**src/rtl/lkarb_pkg.sv**
```systemverilog
package lkarb_pkg;

    typedef enum logic {
        OP_ACQ = 1'b0,
        OP_REL = 1'b1
    } lk_op_e;

    typedef enum logic [1:0] {
        ST_OK   = 2'b00,
        ST_FAIL = 2'b01,
        ST_ERR  = 2'b10
    } lk_st_e;

    function automatic int unsigned idx_w(int unsigned n);
        return (n > 1) ? $clog2(n) : 1;
    endfunction

endpackage

```
**src/rtl/lkarb_fifo.sv**
```systemverilog
module lkarb_fifo #(
    parameter int DEPTH = 4,
    parameter int W     = 2
) (
    input  logic         clk,
    input  logic         rst,
    input  logic         push,
    input  logic         pop,
    input  logic [W-1:0] din,
    output logic [W-1:0] head,
    output logic         empty,
    output logic         full
);
    localparam int AW = lkarb_pkg::idx_w(DEPTH);

    logic [W-1:0]  mem [DEPTH];
    logic [AW-1:0] rd_ptr, wr_ptr;
    logic [AW:0]   count;

    assign head  = mem[rd_ptr];
    assign empty = (count == '0);
    assign full  = (count == (AW+1)'(DEPTH));

    function automatic logic [AW-1:0] bump(logic [AW-1:0] p);
        return (p == AW'(DEPTH - 1)) ? '0 : p + 1'b1;
    endfunction

    always_ff @(posedge clk) begin
        if (rst) begin
            rd_ptr <= '0;
            wr_ptr <= '0;
            count  <= '0;
        end else begin
            if (push) begin
                mem[wr_ptr] <= din;
                wr_ptr      <= bump(wr_ptr);
            end
            if (pop) rd_ptr <= bump(rd_ptr);
            if (push && !pop)      count <= count + 1'b1;
            else if (pop && !push) count <= count - 1'b1;
        end
    end


    fifo_no_overflow_chk: assert property (@(posedge clk) disable iff (rst)
        full |-> (!push || pop));


    fifo_no_underflow_chk: assert property (@(posedge clk) disable iff (rst)
        empty |-> !pop);

endmodule

```
**src/rtl/lkarb_timer.sv**
```systemverilog
module lkarb_timer #(
    parameter int LIMIT = 32
) (
    input  logic clk,
    input  logic rst,
    input  logic clr,
    input  logic run,
    output logic expired
);
    localparam int CW = $clog2(LIMIT + 1);

    logic [CW-1:0] cnt;

    assign expired = run && (cnt == CW'(LIMIT - 1));

    always_ff @(posedge clk) begin
        if (rst || clr) cnt <= '0;
        else if (run)   cnt <= cnt + 1'b1;
    end


    cnt_bound_chk: assert property (@(posedge clk) disable iff (rst)
        cnt < CW'(LIMIT));

endmodule

```
**src/rtl/lkarb_lock.sv**
```systemverilog
module lkarb_lock
    import lkarb_pkg::*;
#(
    parameter int NPROC   = 4,
    parameter int TIMEOUT = 32,
    localparam int PW     = idx_w(NPROC)
) (
    input  logic               clk,
    input  logic               rst,
    input  logic               sel,
    input  lk_op_e             op,
    input  logic [PW-1:0]      proc,
    output logic [NPROC-1:0]   rsp_vld,
    output logic [2*NPROC-1:0] rsp_st
);
    logic          held;
    logic [PW-1:0] holder;
    logic          is_acq, is_rel, rel_ok, push, pop;
    logic          empty, full, expired, timeout_hit, owner_chg;
    logic [PW-1:0] head;

    assign is_acq      = sel && (op == OP_ACQ);
    assign is_rel      = sel && (op == OP_REL);
    assign rel_ok      = is_rel && held && (proc == holder);
    assign push        = is_acq && held && (proc != holder);
    assign timeout_hit = expired && !rel_ok;
    assign pop         = (rel_ok && !empty) || timeout_hit;
    assign owner_chg   = (is_acq && !held) || (rel_ok && !empty);

    lkarb_fifo #(.DEPTH(NPROC), .W(PW)) u_line (
        .clk(clk), .rst(rst), .push(push), .pop(pop), .din(proc),
        .head(head), .empty(empty), .full(full)
    );

    lkarb_timer #(.LIMIT(TIMEOUT)) u_wdog (
        .clk(clk), .rst(rst),
        .clr(owner_chg || timeout_hit || empty),
        .run(!empty), .expired(expired)
    );

    always_ff @(posedge clk) begin
        if (rst) begin
            held   <= 1'b0;
            holder <= '0;
        end else if (is_acq && !held) begin
            held   <= 1'b1;
            holder <= proc;
        end else if (rel_ok) begin
            if (empty) held <= 1'b0;
            else       holder <= head;
        end
    end

    always_comb begin
        rsp_vld = '0;
        rsp_st  = '0;
        if (is_acq && (!held || proc == holder)) begin
            rsp_vld[proc]                 = 1'b1;
            rsp_st[2*int'(proc) +: 2]     = held ? ST_ERR : ST_OK;
        end
        if (is_rel) begin
            rsp_vld[proc]                 = 1'b1;
            rsp_st[2*int'(proc) +: 2]     = rel_ok ? ST_OK : ST_ERR;
        end
        if (pop) begin
            rsp_vld[head]                 = 1'b1;
            rsp_st[2*int'(head) +: 2]     = timeout_hit ? ST_FAIL : ST_OK;
        end
    end


    free_acq_chk: assert property (@(posedge clk) disable iff (rst)
        (is_acq && !held) |=> (held && holder == $past(proc)));


    handover_chk: assert property (@(posedge clk) disable iff (rst)
        (rel_ok && !empty) |=> (held && holder == $past(head)));


    free_on_release_chk: assert property (@(posedge clk) disable iff (rst)
        (rel_ok && empty) |=> !held);


    bad_release_chk: assert property (@(posedge clk) disable iff (rst)
        (is_rel && !rel_ok) |=> ($stable(held) && $stable(holder)));

endmodule

```
**src/rtl/qlock_arbiter.sv**
```systemverilog
module qlock_arbiter
    import lkarb_pkg::*;
#(
    parameter int NPROC   = 4,
    parameter int NLOCK   = 4,
    parameter int TIMEOUT = 32,
    localparam int PW     = idx_w(NPROC),
    localparam int LKW    = idx_w(NLOCK)
) (
    input  logic               clk,
    input  logic               rst,
    input  logic               req_valid,
    input  logic               req_op,
    input  logic [PW-1:0]      req_proc,
    input  logic [LKW-1:0]     req_lock,
    output logic [NPROC-1:0]   rsp_valid,
    output logic [2*NPROC-1:0] rsp_status
);
    logic [NPROC-1:0]   lk_vld [NLOCK];
    logic [2*NPROC-1:0] lk_st  [NLOCK];
    logic [NPROC-1:0]   nxt_vld;
    logic [2*NPROC-1:0] nxt_st;
    lk_op_e             op;

    assign op = lk_op_e'(req_op);

    for (genvar g = 0; g < NLOCK; g++) begin : g_lock
        lkarb_lock #(.NPROC(NPROC), .TIMEOUT(TIMEOUT)) u_lock (
            .clk(clk), .rst(rst),
            .sel(req_valid && req_lock == LKW'(g)),
            .op(op), .proc(req_proc),
            .rsp_vld(lk_vld[g]), .rsp_st(lk_st[g])
        );
    end

    always_comb begin
        nxt_vld = '0;
        nxt_st  = '0;
        for (int l = 0; l < NLOCK; l++) begin
            for (int p = 0; p < NPROC; p++) begin
                if (lk_vld[l][p]) begin
                    nxt_vld[p]       = 1'b1;
                    nxt_st[2*p +: 2] = lk_st[l][2*p +: 2];
                end
            end
        end
    end

    always_ff @(posedge clk) begin
        if (rst) begin
            rsp_valid  <= '0;
            rsp_status <= '0;
        end else begin
            rsp_valid  <= nxt_vld;
            rsp_status <= nxt_st;
        end
    end

    for (genvar p = 0; p < NPROC; p++) begin : g_chk

        rsp_code_chk: assert property (@(posedge clk) disable iff (rst)
            rsp_valid[p] |-> (rsp_status[2*p +: 2] != 2'b11));
    end

endmodule

```
**config.mk**
```make
export PLATFORM = sky130hd
export DESIGN_NAME = qlock_arbiter
export DESIGN_NICKNAME = d
export VERILOG_FILES = /design/src/rtl/lkarb_pkg.sv /design/src/rtl/lkarb_fifo.sv /design/src/rtl/lkarb_timer.sv /design/src/rtl/lkarb_lock.sv /design/src/rtl/qlock_arbiter.sv
export SDC_FILE = /design/constraint.sdc
export NUM_CORES = 1
export LEC_CHECK = 0
export BUFFER_PORTS_ARGS = -buffer_cell sky130_fd_sc_hd__buf_2
export CORE_ASPECT_RATIO = 1.25
export CORE_MARGIN = 10
export CORE_UTILIZATION = 39
export CTS_BUF_LIST = sky130_fd_sc_hd__clkbuf_4
export DETAILED_ROUTE_END_ITERATION = 10
export GPL_TIMING_DRIVEN = 1
export PLACE_DENSITY_LB_ADDON = 0.05
export SYNTH_ARGS = -nofsm -noshare
export SYNTH_HDL_FRONTEND = slang
export SYNTH_HIERARCHICAL = 1
export SYNTH_SLANG_ARGS = --single-unit
```
**constraint.sdc**
```tcl
create_clock -name clk -period 7.6 [get_ports clk]
set_input_delay 0.38 -clock clk [delete_from_list [all_inputs] [get_ports clk]]
set_output_delay 0.38 -clock clk [all_outputs]
set_load 0.01 [all_outputs]
```
==> results by group, run 1 <==
Status
  • Outcome: complete, no violations

Clocking
  • Clock sink count: 116
  • Num CTS Buffers: 17
  • CTS root buf: clkbuf_4
  • Resize count post-CTS: 0
  • CTS max path bufs: 2
  • CTS tree: built
  • Worst skew pair latency: 0.55 ns
  • Post-CTS Setup Inserts: 0
  • Hold Buf Count CTS: 0
  • H-tree depth: 4
  • Clock-pin slew on the worst setup and hold paths: 0.12 ns

Floorplanning
  • Die Y: 175.6 um
  • Die Wd: 144.5 um
  • I/O pin count: 20
  • CORE AREA: roughly 19,000 um^2
  • # rows: between 50 and 60
  • Starting Density: 0.3993
  • Die area: 25,370 um^2

Timing
  • Final hold vios: 0
  • Fmax: slightly above 300 MHz
  • Actual slew at the worst max-slew pin: between 0.8 and 0.9 ns
  • Final setup fails: 0
  • RSZ-0062 raised after global routing: false
  • Post-layout min period: 3.300 ns
  • Clk_skew: 0.02006 ns
  • Relative slew slack: 0.4268
  • Period utilisation layout: 0.4342
  • Post-Route Setup TNS: 0 ns
  • Slew Viols, Final: 0
  • Worst hold margin: 0.3369 ns

Place
  • Gpl congestion: 0.8407
  • Hpwl dp: 11,980 um
  • Placed instance area: approximately 7800 um^2
  • Port Buffers: 19

Synthesis
  • YS warnings: 6
  • Cell Area, Synth: 7555 um^2
  • Syn Nets: 844
  • Syn Area/Cell: 10.14 um^2
  • Cells after Synth: approximately 750

Drt
  • Wirelength, routed: 16,540 um
  • DR pass1 iterations: 4
  • WL/cell: roughly 16 um
  • Via Count: 5,392
  • Starting DRC count in detailed routing: 246
  • DR DRC count: 0
  • Vias per cell: 5.344
  • Routed Antenna Nets: 0

Setup path
  • Critical path's most frequent cell: inv_1
  • Setup crit end: g_lock[3].u_lock/u_line/count[2]
  • Critical Path Fanout Max: 8
  • R2r setup slk: around 4.3 ns
  • CP startpoint: g_lock[3].u_lock/u_line/count[0]
  • Crit end category: flip-flop
  • CP startpoint kind: flip-flop
  • Crit path buf inv count: 3
  • R2R Path Start: g_lock[3].u_lock/u_line/count[0]
  • Worst r2r path cells: 13
  • Crit path required time: between 8 and 9 ns
  • Reg-to-reg endpoint: g_lock[3].u_lock/u_line/count[2]
  • Crit path DAT: 3.77 ns
  • CP cell instances: nor3_1 -> inv_1 -> nand4_1 -> nor3b_1 -> o31ai_4 -> nand2_2 -> inv_1 -> ha_1 -> inv_1 -> fa_1 -> xor2_1 -> or3_1 -> a21oi_1
  • Slowest CP cell: nor3b_1
  • Critical path depth in cells: 13
  • Critical path's largest stage delay: 0.75 ns
  • Critical path's top delay family: simple AND/OR/NAND/NOR gates
  • Crit Path Category: flip-flop to flip-flop

Finish
  • Design area: ~8000 um^2
  • Share of cells above drive strength 1: 0.1508
  • FF+latch area: 2643 um^2
  • Synth-to-layout area growth: 8.380%
  • Final #Nets: 862
  • # fillers: 1,833
  • Multi-input gate area: 4591 um^2

GRT
  • Vias in the first global route: approximately 5,300
  • GRT Total Usage: 0.1343
  • Grt ovf: 0
  • Global-route wire length before repair: 27,140 um
  • Initial antenna violation count: 1
  • Largest net degree at the start of global routing: 65

Hold path
  • Hold WC Path Type: input pin to flip-flop

Job
  • Max-Cap Viols: 0

Pwr
  • Pwr Total: around 0.0013 W
  • Power per Cell Area: 155.6 nW/um^2
  • Pleak: 3.118 nW
  • Max VDD drop: 0.09795 mV
how the worst min path moves through the flow:
stage | end | startpoint | slack (ns) | cells past startpoint
2_1_floorplan | g_lock[0].u_lock/holder[1] | rst | 0.45 | 1
3_3_place_gp | g_lock[0].u_lock/u_line/count[2] | g_lock[0].u_lock/u_line/count[2] | 0.46 | 2
3_5_place_dp | g_lock[3].u_lock/u_line/count[2] | g_lock[3].u_lock/u_line/count[2] | 0.48 | 2
4_1_cts | g_lock[1].u_lock/holder[0] | req_lock[1] | 0.29 | 4
5_1_grt | g_lock[1].u_lock/holder[0] | req_lock[1] | 0.32 | 4
6_report | g_lock[1].u_lock/holder[0] | req_lock[1] | 0.34 | 4
report_power, final:
| group | total, W | switching [W] | internal, W |
|---|---|---|---|
| Clock | 0.000544 | 0.000238 | 0.000306 |
| Sequential | 0.000641 | 0.00000390 | 0.000637 |
| Combinational | 0.0000890 | 0.0000604 | 0.0000286 |
| Total | 0.00127 | 0.000302 | 0.000972 |
placed cells by master (no fill, tap or decap), types with 9 or more instances in the layout:
cell	count
nor2b_1	11
nand4_1	14
a21oi_1	33
buf_2	19
clkbuf_4	21
inv_1	50
nand3_1	10
nor3b_1	19
ha_1	87
o21ai_0	16
nand2_1	43
nor2_1	67
and3_1	11
edfxtp_1	32
mux2i_1	24
xor2_2	10
and2_1	17
nor3_1	15
xor2_1	22
dfxtp_1	84
a221o_1	9
metal layers:
layer,GRT usage,vias to the layer above,share of wire
li1,-,2706,-
met1,0.1610,2582,0.44
met2,0.2246,87,0.50
met3,0.02726,17,0.037
met4,0.06076,0,0.020
met5,0,-,0
worst reg2reg max path, stage by stage (launching register included):
cell and delay [ns]:
dfxtp_1 0.40, nor3_1 0.12, inv_1 0.21, nand4_1 0.18
nor3b_1 0.75, o31ai_4 0.24, nand2_2 0.23, inv_1 0.09
ha_1 0.21, inv_1 0.08, fa_1 0.19, xor2_1 0.08
or3_1 0.31, a21oi_1 0.14
state kept, by name, summed over array words and instances (netlist names), named ones only:
name and cells:
rsp_status 8, g_lock.u_lock/held 4, g_lock.u_lock/u_wdog/cnt 24, g_lock.u_lock/holder 8, g_lock.u_lock/u_line/mem 32, g_lock.u_lock/u_line/rd_ptr 8, g_lock.u_lock/u_line/wr_ptr 8, rsp_valid 4
g_lock.u_lock/u_line/count 12
through the flow:
step | cells | util | worst slack, ns
floorplan | 745 | - | 4.998
global placement | 976 | 0.4146 | 4.373
detailed placement | 976 | 0.4146 | 4.276
CTS | 1008 | 0.4327 | 4.360
global route | 1009 | 0.4328 | 4.083
finish | 1009 | 0.4328 | 4.300
final cells by class:
| type | instances | share of cell area |
|---|---|---|
| clock inverters | 11 | 0.02246 |
| multi-input cells | 554 | 0.5607 |
| repair buffers | 24 | 0.01620 |
| well taps | 232 | 0.03545 |
| clock buffers | 21 | 0.01925 |
| inverters | 50 | 0.02292 |
| diodes | 1 | 0.0003056 |
| flip-flops and latches | 116 | 0.3227 |
Note: power is estimated with default switching activity, not from simulation.
==> run 2: changes to the inputs <==
clock period = 3 ns   (was 7.6 ns; I/O delays follow)
==> run 2 against run 1 <==
Compared with the run above:
- global-route usage is 0.89 points higher
- power grew to 2.6 times the previous value
- worst setup slack worse by 4.0 ns
- sequential cell count stayed put
- non-clock buffer count is 26 higher
- utilization is 1.2 points higher
- via count is 2.9% higher
- clock skew is 0.00070 ns lower
- register-to-register slack worse by 4.0 ns
- design area is 2.9% higher
- critical path type unchanged
- critical endpoint is now rsp_status[7]
- largest cell class unchanged
- largest power group unchanged
==> results by group, run 2 (synthesized netlist as in run 1, its figures left out) <==
Clocking
  • Resize count post-CTS: 0 (unchanged)
  • CTS max path bufs: 2 (unchanged)
  • CTS root buf: clkbuf_4
  • Hold Buf Count CTS: 0 (unchanged)
  • H-tree depth: 4 (unchanged)
  • Num CTS Buffers: 17 (unchanged)
  • Clock sink count: 116 (unchanged)
  • CTS tree: built
  • Worst skew pair latency: 0.51 ns (-0.04 ns)
  • Post-CTS Setup Inserts: 0 (unchanged)
  • Clock-pin slew on the worst setup and hold paths: 0.11 ns (about the same)

Finish
  • Leading cell type in the layout, fill and taps excluded: ha_1
  • Fin util: 0.4452 (+0.01243)
  • Design area: 8423 um^2 (+2.9%)
  • Most frequent cells in the layout: 87 x ha_1, 84 x dfxtp_1, 67 x nor2_1
  • Biggest regs: g_lock.u_lock/u_line/mem (32), g_lock.u_lock/u_wdog/cnt (24), g_lock.u_lock/u_line/count (12)
  • Largest register FFs: 32 (unchanged)
  • Synth-to-layout area growth: 11.49%
  • Share of cells above drive strength 1: 0.1796 (+0.02878)
  • Most flop-heavy register: g_lock.u_lock/u_line/mem
  • # fillers: 1,809 (-1.3%)
  • Final #Nets: 888 (+3.0%)

Pwr
  • Power per Cell Area: 392.8 nW/um^2 (+150%)
  • Combinational share of power: 0.074 (+0.004)
  • Clock Power Share: 0.435 (+0.008)
  • Switch Pwr: 0.0007638 W (+150%)
  • Sw frac: 0.2309 (-0.006139)
  • Pleak: 3.260 nW (+4.6%)
  • Pwr Total: 0.003308 W (+160%)
  • Max VDD drop: 0.2659 mV (+170%)
  • Int Power: 0.002545 W (+160%)
  • Seq pwr share: 0.491 (-0.012)

Drt
  • Starting DRC count in detailed routing: 300 (+22%)
  • WL/cell: 16.77 um (+2.3%)
  • DR pass1 iterations: 4 (unchanged)
  • Wirelength, routed: 17,360 um (+5.0%)
  • Via Count: 5,547 (+2.9%)
  • Vias per cell: 5.359 (+0.29%)
  • Routed Antenna Nets: 0 (unchanged)
  • DR DRC count: 0 (unchanged)

GRT
  • Vias in the first global route: 5,657 (+6.0%)
  • Initial antenna violation count: 1 (unchanged)
  • Grt ovf: 0 (unchanged)
  • GRT Total Usage: 0.1431 (+0.008866)
  • Global-route wire length before repair: 28,750 um (+6.0%)
  • Largest net degree at the start of global routing: 65 (unchanged)

Place
  • Hpwl dp: 12,880 um (+7.5%)
  • Port Buffers: 19 (unchanged)
  • Placed instance area: 8051 um^2 (+2.6%)
  • Gpl congestion: 0.8756 (+4.2%)
  • Pre-CTS setup slack: 0.1671 ns (-4.109 ns)

Floorplanning
  • Die Wd: 144.5 um (unchanged)
  • Starting Density: 0.3993 (unchanged)
  • I/O pin count: 20 (unchanged)
  • Die area: 25,370 um^2 (unchanged)
  • CORE AREA: 18,920 um^2 (unchanged)
  • # rows: 56 (unchanged)
  • Die Y: 175.6 um (unchanged)

Job
  • Max-Cap Viols: 0 (unchanged)

Hold path
  • Hold WC Path Type: input pin to flip-flop

Timing
  • Actual slew at the worst max-slew pin: 0.8254 ns (-0.03260 ns)
  • Fmax: 365.7 MHz (+21%)
  • Final worst slack: 0.2657 ns (-4.035 ns)
  • Final hold vios: 0 (unchanged)
  • Slew Viols, Final: 0 (unchanged)
  • RSZ-0062 raised after global routing: false
  • Post-layout min period: 2.734 ns (-0.5655 ns)
  • Post-Route Setup TNS: 0 ns (unchanged)
  • Clk_skew: 0.01935 ns (-0.0007042 ns)
  • Relative slew slack: 0.4355 (+0.008742)
  • Final setup fails: 0 (unchanged)
  • Period utilisation layout: 0.9114 (+0.4773)

Setup path
  • Slowest CP cell: nor3_1
  • Critical Path Fanout Max: 8 (unchanged)
  • Crit path required time: 3.39 ns (-4.68 ns)
  • Critical path's top delay family: compound AO/OA/AOI/OAI gates
  • CP startpoint kind: flip-flop
  • Critical path's largest stage delay: 0.45 ns (-0.30 ns)
  • Crit path DAT: 3.12 ns (-0.65 ns)
  • Crit Path Category: flip-flop to flip-flop
  • CP cell instances: nor3_1 -> inv_1 -> nand4_1 -> nor3b_1 -> o31ai_4 -> nand2_8 -> buf_4 -> a221o_1 -> nor2b_1 -> a221oi_1 -> o22ai_1
  • Crit path buf inv count: 2 (-1)
  • Crit end category: flip-flop

Status
  • Outcome: complete, no violations
## run 2: cell types whose count changed in the layout (fill, tap and decap cells not counted)
| cell | delta |
|---|---|
| clkinv_1 | +1 |
| buf_4 | +25 |
| nor3_2 | +1 |
| nor3b_2 | +1 |
| clkbuf_4 | -1 |
| nor3b_1 | -1 |
| bufinv_16 | +1 |
| nor3_1 | -1 |
| buf_12 | +1 |
| clkinv_4 | -1 |
## run 2: area by class of cell
class | count | area [um^2] | share of cell area
flip-flops and latches | 116 | 2643 | 0.3137
inverters | 50 | 187.7 | 0.02228
repair buffers | 50 | 340.3 | 0.04040
clock buffers | 20 | 150.1 | 0.01783
multi-input cells | 554 | 4601 | 0.5462
diodes | 1 | 2.502 | 0.0002971
clock inverters | 12 | 209.0 | 0.02481
well taps | 232 | 290.3 | 0.03446
## run 2: stage by stage
| step | instances | hold slack [ns] |
|---|---|---|
| global route | 1035 | 0.05992 |
| finish | 1035 | 0.09997 |
| floorplan | 745 | 0.2179 |
| detailed placement | 1002 | 0.4825 |
| global placement | 1002 | 0.4682 |
| CTS | 1034 | 0.03834 |
## run 2: tightest hold or removal path, cell delays in order
cell and delay, ns:
buf_2 0.11, buf_12 0.19, nor2_1 0.12
## run 2: final timing paths
check | cells after the start | startpoint | end | slack, ns
min reg2reg | 2 | g_lock[0].u_lock/u_wdog/cnt[5] | g_lock[0].u_lock/u_wdog/cnt[5] | 0.50
max reg2reg | 11 | g_lock[0].u_lock/u_line/count[0] | rsp_status[7] | 0.27
min | 3 | rst | g_lock[1].u_lock/u_line/count[0] | 0.1
max | 11 | g_lock[0].u_lock/u_line/count[0] | rsp_status[7] | 0.27
## run 2: power by group through the flow
stage / Clock [W] / Combinational (W) / Sequential (W)
after floorplan: 0 / 0.000152 / 0.00166
after global placement: 0 / 0.000241 / 0.00166
after detailed placement: 0 / 0.000245 / 0.00166
after CTS: 0.00150 / 0.000246 / 0.00162
after global routing: 0.00158 / 0.000271 / 0.00163
final: 0.00144 / 0.000245 / 0.00162
## run 2: per-layer routing
layer	wire length, um	vias to the layer above	GRT usage
met3	543	14	0.03023
li1	-	2749	-
met1	7972	2709	0.1812
met4	263	0	0.05527
met5	0	-	0
met2	8579	75	0.2317
==> run 3: changes to the inputs <==
BUFFER_PORTS_ARGS = unset   (was -buffer_cell sky130_fd_sc_hd__buf_2)
DONT_BUFFER_PORTS = 1   (was unset)
==> run 3 against run 2 <==
Compared with the run above:
- sequential share of layout area rose by 0.77 points
- register-to-register slack improved by 0.05 ns
- design area fell by 2.4%
- non-clock buffer count fell by 25
- sequential power barely moved
- critical path depth fell by 4
- combinational power fell by 15%
- largest cell class unchanged
- critical path type unchanged
==> results by group, run 3 (synthesized netlist as in run 1, its figures left out) <==
GRT
  • Grt ovf: 0 (unchanged)
  • Vias in the first global route: 5,500 (-2.8%)
  • Largest net degree at the start of global routing: 65 (unchanged)
  • Initial antenna violation count: 1 (unchanged)
  • Global-route wire length before repair: 28,590 um (-0.55%)
  • GRT Total Usage: 0.1433 (+0.0001759)

Finish
  • Most flop-heavy register: g_lock.u_lock/u_line/mem
  • Biggest regs: g_lock.u_lock/u_line/mem (32), g_lock.u_lock/u_wdog/cnt (24), g_lock.u_lock/u_line/count (12)
  • Largest register FFs: 32 (unchanged)
  • Synth-to-layout area growth: 8.827%
  • Final #Nets: 863 (-2.8%)
  • Most frequent cells in the layout: 87 x ha_1, 84 x dfxtp_1, 67 x nor2_1
  • Design area: 8222 um^2 (-2.4%)
  • Share of cells above drive strength 1: 0.1454 (-0.03412)
  • Leading cell type in the layout, fill and taps excluded: ha_1

Pwr
  • Max VDD drop: 0.2204 mV (-17%)
  • Pleak: 3.083 nW (-5.4%)
  • Combinational share of power: 0.072 (-0.002)
  • Pwr Total: 0.002919 W (-12%)
  • Seq pwr share: 0.557 (+0.066)
  • Clock Power Share: 0.371 (-0.064)
  • Switch Pwr: 0.0008127 W (+6.4%)
  • Sw frac: 0.2785 (+0.04758)
  • Int Power: 0.002106 W (-17%)
  • Power per Cell Area: 355.0 nW/um^2 (-9.6%)

Floorplanning
  • Die Y: 175.6 um (unchanged)
  • I/O pin count: 20 (unchanged)
  • Die Wd: 144.5 um (unchanged)
  • Starting Density: 0.3993 (unchanged)
  • CORE AREA: 18,920 um^2 (unchanged)
  • Die area: 25,370 um^2 (unchanged)
  • # rows: 56 (unchanged)

Place
  • Hpwl dp: 12,140 um (-5.8%)
  • Gpl congestion: 0.8333 (-4.8%)
  • Port Buffers: 0 (-19)
  • Pre-CTS setup slack: 0.2239 ns (+0.05676 ns)
  • Placed instance area: 7824 um^2 (-2.8%)

Drt
  • WL/cell: 17.18 um (+2.4%)
  • Vias per cell: 5.396 (+0.68%)
  • DR pass1 iterations: 6 (+2)
  • Starting DRC count in detailed routing: 254 (-15%)
  • WL met1: 7549 um (-5.3%)
  • Routed Antenna Nets: 0 (unchanged)
  • DR DRC count: 0 (unchanged)
  • Wirelength, routed: 17,350 um (about the same)
  • WL met3: 707 um (+30%)
  • Routed wl met2: 8653 um (+0.86%)
  • Top Metal Used: met4
  • Via Count: 5,450 (-1.7%)

Clocking
  • H-tree depth: 4 (unchanged)
  • CTS max path bufs: 2 (unchanged)
  • Num CTS Buffers: 17 (unchanged)
  • CTS tree: built
  • Worst skew pair latency: 0.56 ns (+0.05 ns)
  • Post-CTS Setup Inserts: 0 (unchanged)
  • CTS root buf: clkbuf_4
  • Clock-pin slew on the worst setup and hold paths: 0.13 ns (+0.02 ns)
  • Clock sink count: 116 (unchanged)

Setup path
  • Critical Path Fanout Max: 10 (+2)
  • Crit end category: flip-flop
  • CP startpoint kind: flip-flop
  • Crit Path Category: flip-flop to flip-flop
  • Crit path required time: 3.47 ns (+0.08 ns)
  • Crit path DAT: 3.15 ns (+0.03 ns)

Timing
  • Final hold vios: 0 (unchanged)
  • RSZ-0062 raised after global routing: false
  • Relative slew slack: 0.3880 (-0.04751)
  • Final worst slack: 0.3192 ns (+0.05357 ns)
  • Final setup fails: 0 (unchanged)
  • Worst hold margin: 0.08293 ns (-0.01703 ns)
  • Post-Route Setup TNS: 0 ns (unchanged)
  • Slew Viols, Final: 0 (unchanged)
  • Actual slew at the worst max-slew pin: 0.9150 ns (+0.08959 ns)
  • Clk_skew: 0.02457 ns (+0.005222 ns)
  • Period utilisation layout: 0.8936 (-0.01786)
  • Fmax: 373.0 MHz (+2.0%)
  • Post-layout min period: 2.681 ns (-0.05357 ns)

Hold path
  • Hold WC Path Type: input pin to flip-flop
  • HP Start: req_op

Status
  • Outcome: complete, no violations

Job
  • Max-Cap Viols: 0 (unchanged)
## run 3: per-stage QoR
stage / utilization / instances
3_3_place_gp: 0.4136 / 967
6_report: 0.4346 / 1010
4_1_cts: 0.4337 / 1009
3_5_place_dp: 0.4136 / 967
5_1_grt: 0.4346 / 1010
2_1_floorplan: - / 745
## run 3: worst paths after layout
| kind | to | slack (ns) | cells after the start |
|---|---|---|---|
| worst min register to register | g_lock[0].u_lock/u_wdog/cnt[5] | 0.50 | 2 |
| worst max register to register | g_lock[1].u_lock/holder[0] | 0.32 | 7 |
| worst max-delay path | g_lock[1].u_lock/holder[0] | 0.32 | 7 |
| worst min-delay path | rsp_status[1] | 0.08 | 4 |
## run 3: area by class of cell
cell class	instances	area (um^2)
antenna	1	2.502
clock buffer	17	127.6
clock inverter	15	135.1
fill	1819	10700
inverter	50	187.7
multi-input combinational	554	4606
sequential	116	2643
tap	232	290.3
timing repair buffer	25	230.2
## run 3: repair_timing
action | in CTS | in global routing
hold endpoints to repair | 148 | 0
endpoints found under the setup margin | 0 | 4
hold buffers | 10 | 0
gates resized for setup | 0 | 3
## run 3: power by group through the flow
stage | logic (W) | registers, W | clock network, W
after floorplan | 0.000152 | 0.00166 | 0
after global placement | 0.000165 | 0.00166 | 0
after detailed placement | 0.000168 | 0.00166 | 0
after CTS | 0.000210 | 0.00163 | 0.00114
after global routing | 0.000232 | 0.00163 | 0.00121
final | 0.000209 | 0.00163 | 0.00108
## run 3: worst max-delay path, cell delays in order, from the launching register on
cell and delay, ns:
dfxtp_1 0.40, mux4_2 0.66, nand4b_1 0.17, nor3_1 0.06
o21ai_1 0.13, dlygate4sd3_1 0.57, a21oi_1 0.06, dlygate4sd3_1 0.56
## run 3: metal layers
layer  track usage  up-vias
met5             0        -
li1              -     2713
met2        0.2418       73
met3       0.03293       29
met1        0.1693     2635
met4       0.06076        0
